<file path="src/rtl/rxr_pkg.sv">
package rxr_pkg;

    typedef enum logic [2:0] {
        ST_IDLE,
        ST_SEARCH,
        ST_GETA,
        ST_COPY,
        ST_PAD,
        ST_LENW,
        ST_FLAGW,
        ST_DROP
    } rxr_state_e;

    typedef enum logic [1:0] {
        W_ADDR_LO = 2'd0,
        W_FLAGS   = 2'd1,
        W_BUFLEN  = 2'd2,
        W_MSGLEN  = 2'd3
    } desc_word_e;

    typedef struct packed {
        logic [7:0] flags;
        logic [7:0] hi_addr;
    } flag_word_t;

    localparam logic [7:0] FLG_OWN  = 8'h80;
    localparam logic [7:0] FLG_ERR  = 8'h40;
    localparam logic [7:0] FLG_FRA  = 8'h20;
    localparam logic [7:0] FLG_OFL  = 8'h10;
    localparam logic [7:0] FLG_CRC  = 8'h08;
    localparam logic [7:0] FLG_BUF  = 8'h04;
    localparam logic [7:0] FLG_SOP  = 8'h02;
    localparam logic [7:0] FLG_EOP  = 8'h01;
    localparam logic [7:0] FLG_DONE = FLG_SOP | FLG_EOP;

    function automatic logic flags_usable(input logic [7:0] f);
        return f == FLG_OWN;
    endfunction

endpackage

</file>
<file path="src/rtl/rxr_own_map.sv">
module rxr_own_map
    import rxr_pkg::*;
#(
    parameter int RING_LOG = 4
) (
    input  logic                clk,
    input  logic                rst,
    input  logic                halt,
    input  logic                obs_en,
    input  logic                poll_adv,
    input  logic [RING_LOG-1:0] obs_idx,
    input  logic [7:0]          obs_flags,
    input  logic                clr_en,
    input  logic [RING_LOG-1:0] clr_idx,
    output logic [RING_LOG-1:0] poll_idx,
    output logic                avail
);
    localparam int RING = 1 << RING_LOG;

    logic [RING-1:0]     map_q;
    logic [RING_LOG-1:0] poll_q;

    always_ff @(posedge clk) begin
        if (rst) begin
            map_q  <= '0;
            poll_q <= '0;
        end else begin
            if (poll_adv)
                poll_q <= poll_q + 1'b1;
            if (obs_en)
                map_q[obs_idx] <= flags_usable(obs_flags);
            if (clr_en)
                map_q[clr_idx] <= 1'b0;
        end
    end

    assign poll_idx = poll_q;
    assign avail    = (|map_q) && !halt;

    // a descriptor handed back to the host no longer counts as free
    p_clr_drops_r11: assert property (@(posedge clk) disable iff (rst)
        clr_en |=> !map_q[$past(clr_idx)]);

endmodule

</file>
<file path="src/rtl/rxr_pack.sv">
module rxr_pack
    import rxr_pkg::*;
#(
    parameter int BUF_BYTES = 1544,
    parameter int CW        = 11
) (
    input  logic          clk,
    input  logic          rst,
    input  logic          clr,
    input  logic          take,
    input  logic [7:0]    data,
    input  logic          last,
    input  logic          pad,
    output logic          wr_en,
    output logic [CW-1:0] wr_off,
    output logic [15:0]   wr_data,
    output logic [CW-1:0] cnt
);
    localparam logic [CW-1:0] BUF_C = CW'(BUF_BYTES);

    logic [CW-1:0] cnt_q;
    logic [7:0]    lo_q;
    logic          room;

    assign room = cnt_q < BUF_C;

    always_comb begin
        wr_en   = 1'b0;
        wr_off  = cnt_q >> 1;
        wr_data = 16'h0000;
        if (take && room) begin
            if (cnt_q[0]) begin
                wr_en   = 1'b1;
                wr_data = {data, lo_q};
            end else if (last) begin
                wr_en   = 1'b1;
                wr_data = {8'h00, data};
            end
        end else if (pad && !cnt_q[0]) begin
            wr_en = 1'b1;
        end
    end

    always_ff @(posedge clk) begin
        if (rst || clr) begin
            cnt_q <= '0;
            lo_q  <= '0;
        end else if (take && room) begin
            cnt_q <= cnt_q + CW'(1);
            if (!cnt_q[0])
                lo_q <= data;
        end else if (pad) begin
            cnt_q <= cnt_q + (cnt_q[0] ? CW'(1) : CW'(2));
        end
    end

    assign cnt = cnt_q;

    // stored count never passes the buffer size
    p_cnt_bound_r6: assert property (@(posedge clk) disable iff (rst)
        cnt_q <= BUF_C);

    // no word beyond the buffer is written
    p_off_bound_r6: assert property (@(posedge clk) disable iff (rst)
        wr_en |-> (32'(wr_off) < BUF_BYTES / 2));

endmodule

</file>
<file path="src/rtl/rx_ring_engine.sv">
module rx_ring_engine
    import rxr_pkg::*;
#(
    parameter int RING_LOG  = 4,
    parameter int BUF_BYTES = 1544,
    parameter int MIN_LEN   = 60,
    parameter int AW        = 16,
    parameter int DESC_BASE = 0
) (
    input  logic          clk,
    input  logic          rst,
    input  logic          rx_halt,
    input  logic          s_valid,
    input  logic [7:0]    s_data,
    input  logic          s_last,
    output logic          s_ready,
    output logic [AW-1:0] mem_addr,
    input  logic [15:0]   mem_rdata,
    output logic          mem_we,
    output logic [15:0]   mem_wdata,
    output logic          ring_avail,
    output logic          rx_done_stb,
    output logic          rx_miss_stb
);
    localparam int RING = 1 << RING_LOG;
    localparam int CW   = $clog2(BUF_BYTES + 1);
    localparam logic [CW-1:0]       MIN_C      = CW'(MIN_LEN);
    localparam logic [RING_LOG-1:0] LAST_PROBE = RING_LOG'(RING - 1);

    rxr_state_e          state_q;
    logic [RING_LOG-1:0] idx_q, ptr_q, probes_q, poll_idx;
    logic [7:0]          hadr_q;
    logic [AW-1:0]       base_q;
    logic                done_q, miss_q;
    flag_word_t          rd_fw;

    logic                pk_we;
    logic [CW-1:0]       pk_off, pk_cnt;
    logic [15:0]         pk_data;
    logic                pk_take, pk_pad;

    function automatic logic [AW-1:0] dword(input logic [RING_LOG-1:0] i,
                                            input desc_word_e w);
        return AW'(DESC_BASE) + AW'({i, w});
    endfunction

    assign rd_fw   = flag_word_t'(mem_rdata);
    assign s_ready = (state_q == ST_COPY) || (state_q == ST_DROP);
    assign pk_take = (state_q == ST_COPY) && s_valid;
    assign pk_pad  = (state_q == ST_PAD) && (pk_cnt < MIN_C);

    rxr_own_map #(.RING_LOG(RING_LOG)) u_map (
        .clk       (clk),
        .rst       (rst),
        .halt      (rx_halt),
        .obs_en    ((state_q == ST_IDLE) || (state_q == ST_SEARCH)),
        .poll_adv  (state_q == ST_IDLE),
        .obs_idx   ((state_q == ST_IDLE) ? poll_idx : ptr_q),
        .obs_flags (rd_fw.flags),
        .clr_en    (state_q == ST_FLAGW),
        .clr_idx   (ptr_q),
        .poll_idx  (poll_idx),
        .avail     (ring_avail)
    );

    rxr_pack #(.BUF_BYTES(BUF_BYTES), .CW(CW)) u_pack (
        .clk     (clk),
        .rst     (rst),
        .clr     (state_q == ST_GETA),
        .take    (pk_take),
        .data    (s_data),
        .last    (s_last),
        .pad     (pk_pad),
        .wr_en   (pk_we),
        .wr_off  (pk_off),
        .wr_data (pk_data),
        .cnt     (pk_cnt)
    );

    always_ff @(posedge clk) begin
        if (rst) begin
            state_q  <= ST_IDLE;
            idx_q    <= '0;
            ptr_q    <= '0;
            probes_q <= '0;
            hadr_q   <= '0;
            base_q   <= '0;
            done_q   <= 1'b0;
            miss_q   <= 1'b0;
        end else begin
            done_q <= 1'b0;
            miss_q <= 1'b0;
            unique case (state_q)
                ST_IDLE: begin
                    if (s_valid) begin
                        if (rx_halt) begin
                            state_q <= ST_DROP;
                        end else begin
                            state_q  <= ST_SEARCH;
                            ptr_q    <= idx_q;
                            probes_q <= '0;
                        end
                    end
                end
                ST_SEARCH: begin
                    if (flags_usable(rd_fw.flags)) begin
                        hadr_q  <= rd_fw.hi_addr;
                        state_q <= ST_GETA;
                    end else if (probes_q == LAST_PROBE) begin
                        miss_q  <= 1'b1;
                        state_q <= ST_DROP;
                    end else begin
                        ptr_q    <= ptr_q + 1'b1;
                        probes_q <= probes_q + 1'b1;
                    end
                end
                ST_GETA: begin
                    base_q  <= AW'({hadr_q, mem_rdata} >> 1);
                    state_q <= ST_COPY;
                end
                ST_COPY: begin
                    if (s_valid && s_last)
                        state_q <= ST_PAD;
                end
                ST_PAD: begin
                    if (!(pk_cnt < MIN_C))
                        state_q <= ST_LENW;
                end
                ST_LENW: begin
                    state_q <= ST_FLAGW;
                end
                ST_FLAGW: begin
                    done_q  <= 1'b1;
                    idx_q   <= ptr_q + 1'b1;
                    state_q <= ST_IDLE;
                end
                ST_DROP: begin
                    if (s_valid && s_last)
                        state_q <= ST_IDLE;
                end
                default: state_q <= ST_IDLE;
            endcase
        end
    end

    always_comb begin
        mem_addr  = dword(poll_idx, W_FLAGS);
        mem_we    = 1'b0;
        mem_wdata = 16'h0000;
        unique case (state_q)
            ST_SEARCH: mem_addr = dword(ptr_q, W_FLAGS);
            ST_GETA:   mem_addr = dword(ptr_q, W_ADDR_LO);
            ST_COPY, ST_PAD: begin
                mem_addr  = base_q + AW'(pk_off);
                mem_we    = pk_we;
                mem_wdata = pk_data;
            end
            ST_LENW: begin
                mem_addr  = dword(ptr_q, W_MSGLEN);
                mem_we    = 1'b1;
                mem_wdata = 16'(pk_cnt);
            end
            ST_FLAGW: begin
                mem_addr  = dword(ptr_q, W_FLAGS);
                mem_we    = 1'b1;
                mem_wdata = {FLG_DONE, hadr_q};
            end
            default: ;
        endcase
    end

    assign rx_done_stb = done_q;
    assign rx_miss_stb = miss_q;

    // never both strobes at once
    p_one_strobe_r12: assert property (@(posedge clk) disable iff (rst)
        !(rx_done_stb && rx_miss_stb));

    // index steps past the used descriptor
    p_idx_step_r8: assert property (@(posedge clk) disable iff (rst)
        (state_q == ST_FLAGW) |=> (idx_q == $past(ptr_q) + 1'b1));

    // a descriptor is taken only after its flag byte read exactly OWN
    p_hit_exact_r2: assert property (@(posedge clk) disable iff (rst)
        (state_q == ST_SEARCH) && (rd_fw.flags != FLG_OWN) |=> (state_q != ST_GETA));

    // a missed frame leaves memory alone
    p_miss_nowrite_r9: assert property (@(posedge clk) disable iff (rst)
        rx_miss_stb |-> !mem_we);

    // discarded bytes never reach memory
    p_drop_nowrite_r10: assert property (@(posedge clk) disable iff (rst)
        (state_q == ST_DROP) |-> !mem_we);

    // halt hides free descriptors
    p_halt_avail_r10: assert property (@(posedge clk) disable iff (rst)
        rx_halt |-> !ring_avail);

endmodule

</file>
<file path="config.mk">
export PLATFORM = sky130hd
export DESIGN_NAME = rx_ring_engine
export DESIGN_NICKNAME = d
export VERILOG_FILES = /design/src/rtl/rxr_pkg.sv /design/src/rtl/rxr_own_map.sv /design/src/rtl/rxr_pack.sv /design/src/rtl/rx_ring_engine.sv
export SDC_FILE = /design/constraint.sdc
export NUM_CORES = 1
export LEC_CHECK = 0
export BUFFER_PORTS_ARGS = -buffer_cell sky130_fd_sc_hd__buf_2
export CORE_MARGIN = 2
export CORE_UTILIZATION = 45
export CTS_CLUSTER_DIAMETER = 50
export DETAILED_ROUTE_END_ITERATION = 7
export REMOVE_ABC_BUFFERS = 1
export SYNTH_ARGS = -nofsm -noshare
export SYNTH_HDL_FRONTEND = slang
export SYNTH_SLANG_ARGS = --single-unit
</file>
<file path="constraint.sdc">
create_clock -name clk -period 2.6 [get_ports clk]
set_input_delay 0.52 -clock clk [delete_from_list [all_inputs] [get_ports clk]]
set_output_delay 0.52 -clock clk [all_outputs]
set_load 0.005 [all_outputs]
</file>
==> results.cfg <==
[run_status]
run_status = finished, violations left
violations = setup timing

[synthesis]
yosysSeqAreaShare_pct = 30.6
synth_top_area_share_pct = 30.6
yosysUniqueCellTypes = 82
syn_area_um2 = 5230
ys_seq_elements = 80
synth_flop_cell = dfxtp_1
synthTopCellsByArea = dfxtp_1, nand2_1, a21oi_1
synth.avg_cell_area_um2 = 8.18
synth_edf_count = 0
synth.largest_area_cell = dfxtp_1
synthArstFlopShare_pct = 0
yosys_warnings = 0
synthCells = 640

[place]
hpwl_mm = 10.9
pre_cts_ws_ps = 37.8
io_buffer_count = 65
gp_congestion = 0.857

[floorplan]
die-area_um2 = 12500
rows = 39
die_w_um = 112
num_io_pins = 66
core_area_um2 = 11400
start_util_pct = 46.0
die_h_um = 112

[detailed_routing]
drc_errors = 0
wire_per_inst_um = 17.7
dr.pass1.iters = 5
drt_iter0_drc = 374
finalWirelength_mm = 15.6
vias_per_cell = 5.91
vias = 5201
ant_nets = 0

[critical_path]
r2r_slack_ps = 160
end_kind = primary output
crit_path_start_kind = flip-flop
arrival_ps = 2280
worst-setup-path-type = reg -> out
critPathMaxFanout = 5
required_ps = 2080

[timing]
holdWs_ps = 424
worst_slew_pin_slew_ps = 645
finalSetupTns_ps = -1130
finalCritPeriodShare_pct = 108
slew_viol_final = 0
max_freq_mhz = 357
rsz0062_at_grt = yes
clock_skew_ps = 8.47
setup_violations = 9
finalHoldViolCount = 0
setup_slack_ps = -203
min_period_ps = 2800
slew_headroom_pct = 56.9

[grt]
grt_pass1_wl_mm = 24.8
grt_pass1_vias = 4816
antenna_found_initial = 0
grt_max_degree = 29
overflow = 0
track_usage_pct = 24.6

[power]
ir_worst_vdd_mv = 0.433
leakage_uw = 0.00243
p_per_area_nw_per_um2 = 812

[layout]
num-fill-cells = 1062
final_common_cell = nand2_1
nets = 780
area_delta_synth_final_pct = 25.5
drive_gt1_share_pct = 30.4
utilization_pct = 57.8
diodes = 0
layout_common_cells = nand2_1, nor2_1, dfxtp_1

[clock_tree]
clock_latency_ps = 350
ctsRootBufferMaster = clkbuf_16
clock_sinks = 80
htree_num_levels = 3
cts_hold_buf = 0
cts_made_buffers = 9
clk_pin_slew_ps = 60
cts_buffer_depth = 2
cts_tree = built

[run]
drv_cap = 0

[min_path]
hold_path.class = in -> reg
## synthesized netlist by cell type (all sizes together) (14+ instances only)
cell     count
buf         18
a2111oi     14
mux2i       16
o21ai       21
a21oi       54
a22o        19
nor2        71
nor3        22
nand2      101
clkbuf      18
a211oi      15
nand3       22
dfxtp       80
ha          17
## per-stage QoR
step	total power (µW)	cells	cell area, µm²
final	5330	880	6570
after global routing	5620	880	6570
after CTS	5260	876	6400
after detailed placement	3950	848	5810
after global placement	3900	848	5810
after floorplan	3070	604	5030
## state kept, by name, summed over array words and instances, names as in the netlist, 3 cells and up
signal          count
base_q             16
u_map.map_q        16
u_pack.cnt         11
hadr_q              8
u_pack.lo_q         8
idx_q               4
probes_q            4
ptr_q               4
u_map.poll_idx      4
state_q             3
## critical path: stages (launching register included)
cell	delay [ps]
dfxtp_2	350
ha_4	140
fa_2	230
a21oi_4	70
o21ai_2	150
a211oi_2	90
buf_4	160
or4_1	490
a21oi_2	140
buf_2	120
## power breakdown
| group | switching [µW] | internal, µW |
|---|---|---|
| logic | 1550 | 1060 |
| clock network | 507 | 671 |
| registers | 183 | 1360 |
| total | 2230 | 3100 |
## layer usage
| layer | GRT usage (%) | part of all wire [%] | wire length, µm |
|---|---|---|---|
| met2 | 38.4 | 46 | 7110 |
| met3 | 3.92 | 6.3 | 986 |
| met1 | 34.5 | 46 | 7180 |
| met4 | 8.97 | 2.0 | 305 |
| met5 | 0 | 0 | 0 |
## final cells by class
type | instances | area [µm²] | area share, %
inverter | 12 | 45.0 | 0.686
clock buffer | 13 | 250 | 3.81
multi-input combinational | 512 | 3720 | 56.6
clock inverter | 3 | 17.5 | 0.267
sequential | 80 | 1630 | 24.8
timing repair buffer | 117 | 727 | 11.1
tap | 143 | 179 | 2.72
## final timing paths
path	start	to	cells past startpoint
worst max register to register	u_pack.cnt[7]	u_pack.cnt[5]	11
worst max-delay path	u_pack.cnt[1]	mem_addr[10]	9
worst min-delay path	mem_rdata[7]	base_q[6]	3
worst min register to register	hadr_q[3]	hadr_q[3]	2
## cells by family (layout without fill, tap and decap cells)
logic type      Yosys count  in the layout  share of synthesized area [%]
buf+inv                  48            145                           4.66
flops                    80             80                           30.6
simple gates            276            276                           26.7
compound gates          183            183                           26.7
xor+xnor                 13             13                           2.18
fa+ha+maj                19             19                           4.83
mux                      21             21                           4.38
## timing repair
action                     CTS  global route
setup endpoints to repair   21            24
gates cloned                 0             0
setup buffers               13             5
resized for setup           50            25
pin swaps                   17            17
(Power assumes the default switching activity.)
